===== config.mk =====
export PLATFORM = sky130hd
export DESIGN_NAME = dsb_alu
export DESIGN_NICKNAME = d
export VERILOG_FILES = /design/src/rtl/dsb_pkg.sv /design/src/rtl/dsb_operand_ext.sv /design/src/rtl/dsb_adder.sv /design/src/rtl/dsb_flag_gen.sv /design/src/rtl/dsb_alu.sv
export SDC_FILE = /design/constraint.sdc
export NUM_CORES = 1
export LEC_CHECK = 0
export BUFFER_PORTS_ARGS = -buffer_cell sky130_fd_sc_hd__buf_2
export CORE_MARGIN = 5
export CORE_UTILIZATION = 40
export DETAILED_ROUTE_END_ITERATION = 16
export PLACE_DENSITY = 0.65
export SLEW_MARGIN = 30
export SYNTH_ARGS = -nofsm -noshare
export SYNTH_HDL_FRONTEND = slang
export SYNTH_SLANG_ARGS = --single-unit

===== constraint.sdc =====
create_clock -name clk_i -period 4.6 [get_ports clk_i]
set_input_delay 0.69 -clock clk_i [delete_from_list [all_inputs] [get_ports clk_i]]
set_output_delay 0.69 -clock clk_i [all_outputs]
set_load 0.02 [all_outputs]

===== src/rtl/dsb_pkg.sv =====
package dsb_pkg;
  localparam int NFLAGS = 5;
  // bit order: zer=0 cry=1 ovf=2 sgn=3 par=4
  typedef struct packed {
    logic par;
    logic sgn;
    logic ovf;
    logic cry;
    logic zer;
  } flags_t;
endpackage


===== src/rtl/dsb_operand_ext.sv =====
module dsb_operand_ext #(
  parameter int WIDTH = 8
) (
  input  logic [WIDTH-1:0] a_i,
  input  logic [WIDTH-1:0] b_i,
  input  logic             sub_i,
  output logic [WIDTH:0]   xa_o,
  output logic [WIDTH:0]   xb_o,
  output logic             cin_o
);
  localparam int MSB = WIDTH - 1;

  logic [WIDTH:0] xb_raw;

  assign xa_o   = {a_i[MSB], a_i};
  assign xb_raw = {b_i[MSB], b_i};
  // invert both sign copies and all data bits on subtract
  assign xb_o   = sub_i ? ~xb_raw : xb_raw;
  assign cin_o  = sub_i;
endmodule


===== src/rtl/dsb_adder.sv =====
module dsb_adder #(
  parameter int WIDTH = 8
) (
  input  logic [WIDTH:0]   xa_i,
  input  logic [WIDTH:0]   xb_i,
  input  logic             cin_i,
  output logic [WIDTH-1:0] sum_o,
  output logic [1:0]       sgn2_o,
  output logic             cout_o,
  output logic             xovf_o
);
  localparam int MSB = WIDTH - 1;

  logic [WIDTH+1:0] wide;
  logic [WIDTH:0]   unsig;
  logic [MSB:0]     low;

  assign wide   = {1'b0, xa_i} + {1'b0, xb_i} + {{(WIDTH+1){1'b0}}, cin_i};
  assign sum_o  = wide[MSB:0];
  assign sgn2_o = wide[WIDTH:MSB];

  // carry out of the sign position
  assign unsig  = {1'b0, xa_i[MSB:0]} + {1'b0, xb_i[MSB:0]} + {{WIDTH{1'b0}}, cin_i};
  assign cout_o = unsig[WIDTH];

  // carry into the sign position
  assign low    = {1'b0, xa_i[MSB-1:0]} + {1'b0, xb_i[MSB-1:0]} + {{MSB{1'b0}}, cin_i};
  assign xovf_o = low[MSB] ^ unsig[WIDTH];
endmodule


===== src/rtl/dsb_flag_gen.sv =====
module dsb_flag_gen
  import dsb_pkg::*;
#(
  parameter int WIDTH = 8
) (
  input  logic [WIDTH-1:0] sum_i,
  input  logic [1:0]       sgn2_i,
  input  logic             cout_i,
  input  logic             sub_i,
  output logic             pos_o,
  output logic             neg_o,
  output flags_t           flags_o
);
  assign pos_o = (sgn2_i == 2'b01);
  assign neg_o = (sgn2_i == 2'b10);

  always_comb begin
    flags_o     = '0;
    flags_o.zer = (sum_i == '0);
    flags_o.cry = sub_i ? ~cout_i : cout_i;
    flags_o.ovf = pos_o | neg_o;
    flags_o.sgn = sum_i[WIDTH-1];
    flags_o.par = ~(^sum_i);
  end
endmodule


===== src/rtl/dsb_alu.sv =====
module dsb_alu
  import dsb_pkg::*;
#(
  parameter int WIDTH = 8
) (
  input  logic              clk_i,
  input  logic              rst_ni,
  input  logic [WIDTH-1:0]  a_i,
  input  logic [WIDTH-1:0]  b_i,
  input  logic              sub_i,
  input  logic              flag_we_i,
  output logic [WIDTH-1:0]  sum_o,
  output logic              ovf_pos_o,
  output logic              ovf_neg_o,
  output logic              ovf_o,
  output logic [NFLAGS-1:0] flags_o
);
  localparam int MSB = WIDTH - 1;

  logic [WIDTH:0] xa, xb;
  logic           cin, cout, xovf;
  logic [1:0]     sgn2;
  flags_t         live, flags_q;

  dsb_operand_ext #(.WIDTH(WIDTH)) u_ext (
    .a_i(a_i), .b_i(b_i), .sub_i(sub_i),
    .xa_o(xa), .xb_o(xb), .cin_o(cin)
  );

  dsb_adder #(.WIDTH(WIDTH)) u_add (
    .xa_i(xa), .xb_i(xb), .cin_i(cin),
    .sum_o(sum_o), .sgn2_o(sgn2), .cout_o(cout), .xovf_o(xovf)
  );

  dsb_flag_gen #(.WIDTH(WIDTH)) u_flg (
    .sum_i(sum_o), .sgn2_i(sgn2), .cout_i(cout), .sub_i(sub_i),
    .pos_o(ovf_pos_o), .neg_o(ovf_neg_o), .flags_o(live)
  );

  assign ovf_o = live.ovf;

  always_ff @(posedge clk_i or negedge rst_ni) begin
    if (!rst_ni)        flags_q <= '0;
    else if (flag_we_i) flags_q <= live;
  end

  assign flags_o = flags_q;

  assert_ovf_methods_R4: assert property (@(posedge clk_i) disable iff (!rst_ni)
    ovf_o == xovf);

  assert_ovf_dir_onehot_R4: assert property (@(posedge clk_i) disable iff (!rst_ni)
    $onehot0({ovf_pos_o, ovf_neg_o}));

  assert_no_mixed_ovf_R5: assert property (@(posedge clk_i) disable iff (!rst_ni)
    ((a_i[MSB] ^ b_i[MSB]) ^ sub_i) |-> !(ovf_pos_o || ovf_neg_o));

  assert_flag_hold_R10: assert property (@(posedge clk_i) disable iff (!rst_ni)
    !flag_we_i |=> $stable(flags_o));

  assert_flag_load_R10: assert property (@(posedge clk_i) disable iff (!rst_ni)
    flag_we_i |=> flags_o == $past(live));
endmodule


==> results of run 1 <==
[critical path, stage by stage]
cell	delay, ns
buf_2	0.27
xor2_1	0.16
fa_1	0.44
a21oi_1	0.20
nor2_1	0.10
o21ai_0	0.24
nand4_1	0.12
o21ai_0	0.12
inv_1	0.07
ha_1	0.27
inv_1	0.06
buf_2	0.16
[cell usage after synthesis]
master,number
xnor3_1,1
and3_1,1
a21oi_1,6
nand2_1,4
mux2_2,2
mux2i_4,1
a2111oi_4,1
nand2b_1,1
nand4_1,2
dfrtp_1,5
a21o_1,2
o311ai_0,1
clkbuf_1,1
nor2b_1,2
buf_6,1
inv_1,13
ha_1,15
nor2_2,1
xnor2_1,4
mux2i_1,1
o21ai_2,1
fa_1,1
nor2_1,4
mux2_4,1
nor3_1,1
xor2_1,12
buf_4,1
nand3_1,3
o21ai_0,6
a211oi_2,1
o22ai_1,1
[power by group through the flow]
| stage | clock, W | combinational, W | sequential [W] |
|---|---|---|---|
| floorplan | 0 | 0.000230 | 0.0000810 |
| global placement | 0 | 0.000316 | 0.0000638 |
| detailed placement | 0 | 0.000329 | 0.0000643 |
| CTS | 0.0000504 | 0.000332 | 0.0000637 |
| global route | 0.0000548 | 0.000359 | 0.0000659 |
| finish | 0.0000478 | 0.000327 | 0.0000633 |
[worst max path at each step]
stage	to	slack [ns]	depth (start not counted)
after floorplan	flags_o[4]$_DFFE_PN0P_	1.36	13
after global placement	flags_o[4]$_DFFE_PN0P_	1.07	13
after detailed placement	flags_o[4]$_DFFE_PN0P_	0.94	13
after global routing	ovf_o	0.84	12
after CTS	ovf_o	1.04	12
final	ovf_o	1.01	12
[layout make-up]
| type | instances | area share [%] |
|---|---|---|
| Multi-Input combinational cell | 76 | 62.20 |
| Timing Repair Buffer | 35 | 16.18 |
| Sequential cell | 5 | 11.56 |
| Inverter | 13 | 4.509 |
| Tap cell | 27 | 3.121 |
| Clock buffer | 4 | 2.428 |
[placed cells by master (no fill, tap or decap), drive strengths merged]
cell,n
nor2b,2
dfrtp,5
xor2,12
mux2,3
nand2b,1
nor3,1
xnor2,4
a2111oi,1
ha,15
a21o,2
nand4,2
o21ai,7
clkbuf,4
nor2,5
mux2i,2
o22ai,1
o311ai,1
buf,35
fa,1
a21oi,6
and3,1
xnor3,1
nand2,4
nand3,3
a211oi,1
inv,13
[layer usage]
layer | vias up | wire length (µm)
met3 | 2 | 117
met2 | 20 | 900
met4 | 0 | 24
met1 | 362 | 860
met5 | - | 0
li1 | 401 | -
[cells by family after synthesis]
kind of cell | share of synthesized area, %
fa+ha+maj | 23.88
xor+xnor | 18.70
flops | 14.39
simple gates | 10.79
mux | 8.057
buf+inv | 8.202
compound gates | 15.97
[stage by stage]
stage               cell area, µm²  power (W)  hold slack, ns  utilization, %
global route                  1082  0.0004797          0.2458           53.53
global placement              1056  0.0003802          0.4919           52.23
CTS                           1082  0.0004460          0.2550           53.53
detailed placement            1056  0.0003935          0.4942           52.23
finish                        1082  0.0004382          0.2595           53.53
floorplan                    869.6  0.0003109          0.3944               -
==> run metrics, run 1 <==
status complete, no violations; antenna violations before repair 0; clock power share 10.9%; reg-to-reg slack, setup 3.86 ns; worst reg2reg path endpoint flags_o[4]$_DFFE_PN0P_; GR peak layer met2; final setup fails 0; CTS tree yes; Synth area leaders ha_1 (22%), dfrtp_1 (14%), xor2_1 (12%); Layout area overhead 24.46%; max reg flops 5; Slew HR 79.65%; Setup CP Type input port to primary output; placed insts 156; flops & latches, synth 5; starting density of the core 43.01%; post-synth top area share 21.58%; synthesized area 869.6 µm²; Sw Ratio 47.19%; filler instances 197; Pins Over Slew Limit 0; worst slack, placed 0.9369 ns; final worst-path cycle share 78.06%; worst min path class input port to asynchronous set/reset pin; Starting DRT DRC Count 20; Post-CTS Setup Bufs 0; Worst Setup SP sub_i; post-synthesis sequential area ratio 14.39%; residual DRC count 0; Post-Route WL 1902 µm; Seq pwr share 14.4%; CP max FO 10; vias in the first global route 782; number of inserted diodes 0; Reg area 125.1 µm²; crit start category input port; DRT antenna net count 0; H-tree levels 1; vias per inst 4.906; Syn. warnings 0; global-route wire length before repair 3174 µm; Syn Area/Cell 8.965 µm²; Worst VDD drop 0.0002990 V; PwrDens 404.9 nW/µm²; Fmax achieved 278.5 MHz; combinational power share 74.7%; Fin. Hold Viols 0; I/O pins 36; Synth area leader ha_1; Setup crit end kind primary output; Worst EP required 3.91 ns; Root Driver clkbuf_4; cell count after synthesis 97; Nets 170; Non-Filler Instances 160; FF-to-FF path depth 1; P_sw 0.0002068 W; Clock Skews 0 ns; largest net degree at the start of global routing 11; Clk Latency, worst-skew pair 0.23 ns; full die area 3206 µm²; gpl congestion 0.7568; layout cells sized above 1 34.59%; max_cap viols 0; grt met3 use 2.294%; die width 56.63 µm; Core Rows 16; Hold-fix buffers, CTS 0; Tightest Pin Transition 0.3014 ns; DR WL/cell 11.89 µm; RSZ-0062 raised after global routing false; DP HPWL 1665 µm; LEAKAGE 0.5807 nW; M2 GR Usage 20.13%; Final min period 3.591 ns; GRT met1 Usage 14.84%; synthesized net count 133; number of port buffers 35; Setup TNS Final 0 ns; clock sink count 5; multi-input logic area 673.1 µm²; overflow left after global routing 0; clk buf depth 2; vias post-DR 785; drt pass-1 iters 4; CTS resizes 0; Worst R2R Start flags_o[4]$_DFFE_PN0P_; GRT Total Usage 11.93%; arrival time of the worst setup path 2.90 ns; die outline height 56.63 µm; Core Region 2022 µm²; Num CTS Buffers 3; final setup margin 1.009 ns; Pint 0.0002314 W; Reg clk slew, reported paths 0.04 ns; Synth cell types 31
No activity file was read; power rests on OpenSTA's default activity.
==> inputs of run 2 (changes only) <==
--- a/config.mk
+++ b/config.mk
@@ -9,7 +9,7 @@
 export CORE_MARGIN = 5
 export CORE_UTILIZATION = 40
 export DETAILED_ROUTE_END_ITERATION = 16
-export PLACE_DENSITY = 0.65
+export PLACE_DENSITY = 0.68
 export SLEW_MARGIN = 30
 export SYNTH_ARGS = -nofsm -noshare
 export SYNTH_HDL_FRONTEND = slang
==> constraint.sdc (replaced) <==
create_clock -name clk_i -period 3.2 [get_ports clk_i]
set_input_delay 0.48 -clock clk_i [delete_from_list [all_inputs] [get_ports clk_i]]
set_output_delay 0.48 -clock clk_i [all_outputs]
set_load 0.02 [all_outputs]
==> run metrics, run 2 (synthesized netlist as in run 1, its figures left out) <==
vias post-DR 798; largest net degree at the start of global routing 9; Hold-fix buffers, CTS 0; antenna violations before repair 0; Total Power 0.0006344 W; layout cells sized above 1 39.13%; Nets 175; die outline height 56.63 µm; Root Driver clkbuf_4; Core Rows 16; Starting DRT DRC Count 5; Final min period 3.086 ns; Clk Latency, worst-skew pair 0.23 ns; drt pass-1 iters 4; starting density of the core 43.01%; final setup fails 0; worst min path class input port to asynchronous set/reset pin; GRT Total Usage 11.88%; global-route wire length before repair 3187 µm; Post-Route WL 1911 µm; Tightest Pin Transition 0.3271 ns; Fmax achieved 324.0 MHz; Slew HR 77.92%; Worst EP required 2.72 ns; residual DRC count 0; number of inserted diodes 0; LEAKAGE 0.6067 nW; PwrDens 558.4 nW/µm²; clock sink count 5; Clock Skews 0 ns; vias per inst 4.836; Non-Filler Instances 165; DR WL/cell 11.58 µm; overflow left after global routing 0; gpl congestion 0.7783; DRT antenna net count 0; Worst VDD drop 0.0003764 V; Layout area overhead 30.65%; max_cap viols 0; placed insts 161; CP max FO 6; clk buf depth 2; final worst-path cycle share 96.44%; number of port buffers 35; most frequent cells in the layout buf_2 (34), ha_1 (15), inv_1 (13); H-tree levels 1; max reg flops 5; arrival time of the worst setup path 2.61 ns; most common cell after layout, fill and taps aside buf_2; Fin. Hold Viols 0; Reg clk slew, reported paths 0.04 ns; CTS tree yes; vias in the first global route 772; Setup crit end kind primary output; die width 56.63 µm; Core Region 2022 µm²; Setup CP Type input port to primary output; Num CTS Buffers 3; crit start category input port; Pins Over Slew Limit 0; I/O pins 36; status complete, no violations; full die area 3206 µm²; DP HPWL 1644 µm
==> run 2: final cells by class <==
| class | instances | area, µm² |
|---|---|---|
| Multi-Input combinational cell | 76 | 686.9 |
| Timing Repair Buffer | 40 | 215.2 |
| Fill cell | 195 | 885.9 |
| Inverter | 13 | 48.80 |
| Tap cell | 27 | 33.78 |
| Clock buffer | 4 | 26.28 |
| Sequential cell | 5 | 125.1 |
==> run 2: repair_timing <==
item,in CTS,in global routing
endpoints found under the hold margin,0,0
setup endpoints to repair,1,3
gates resized for setup,1,4
setup buffers,0,0
==> run 2: through the flow <==
stage               hold WS (ns)   TNS, ns  util [%]  setup slack (ns)  instance area [µm²]
floorplan                 0.1844         0         -            0.1713                869.6
global placement          0.2973         0     54.08           0.02820                 1094
detailed placement        0.2991  -0.08241     54.08          -0.07487                 1094
CTS                      0.04442         0     55.38           0.06229                 1120
global route             0.04496  -0.07072     56.19          -0.07072                 1136
finish                   0.04987         0     56.19            0.1138                 1136
==> run 2: final timing paths <==
path | endpoint | slack, ns | cells after the start | from
setup / recovery | ovf_o | 0.11 | 11 | sub_i
hold / removal | flags_o[4]$_DFFE_PN0P_ | 0.05 | 1 | rst_ni
setup reg to reg | flags_o[4]$_DFFE_PN0P_ | 2.45 | 1 | flags_o[4]$_DFFE_PN0P_
hold reg to reg | flags_o[2]$_DFFE_PN0P_ | 0.50 | 1 | flags_o[2]$_DFFE_PN0P_
max in group asynchronous | flags_o[1]$_DFFE_PN0P_ | 3.03 | 1 | rst_ni
min in group clk_i | flags_o[2]$_DFFE_PN0P_ | 0.50 | 1 | flags_o[2]$_DFFE_PN0P_
==> run 2: metal layers <==
metal / vias to the layer above / track usage [%] / share of wire [%]
met3: 0 / 1.376 / 3.2
met4: 0 / 3.051 / 0
met5: - / 0 / 0
met1: 376 / 14.84 / 45
li1: 410 / - / -
met2: 12 / 21.29 / 52
==> run 2: critical path: stages <==
cell	delay, ns
clkbuf_4	0.17
xor2_1	0.19
ha_1	0.38
nand4_1	0.12
o22ai_1	0.20
buf_4	0.15
mux2i_1	0.24
o21ai_0	0.14
ha_1	0.31
inv_1	0.07
buf_2	0.16
==> run 2: power by group <==
| part | switching, W | internal [W] |
|---|---|---|
| Clock | 0.0000225 | 0.0000469 |
| Sequential | 0.00000804 | 0.0000833 |
| Combinational | 0.000262 | 0.000212 |
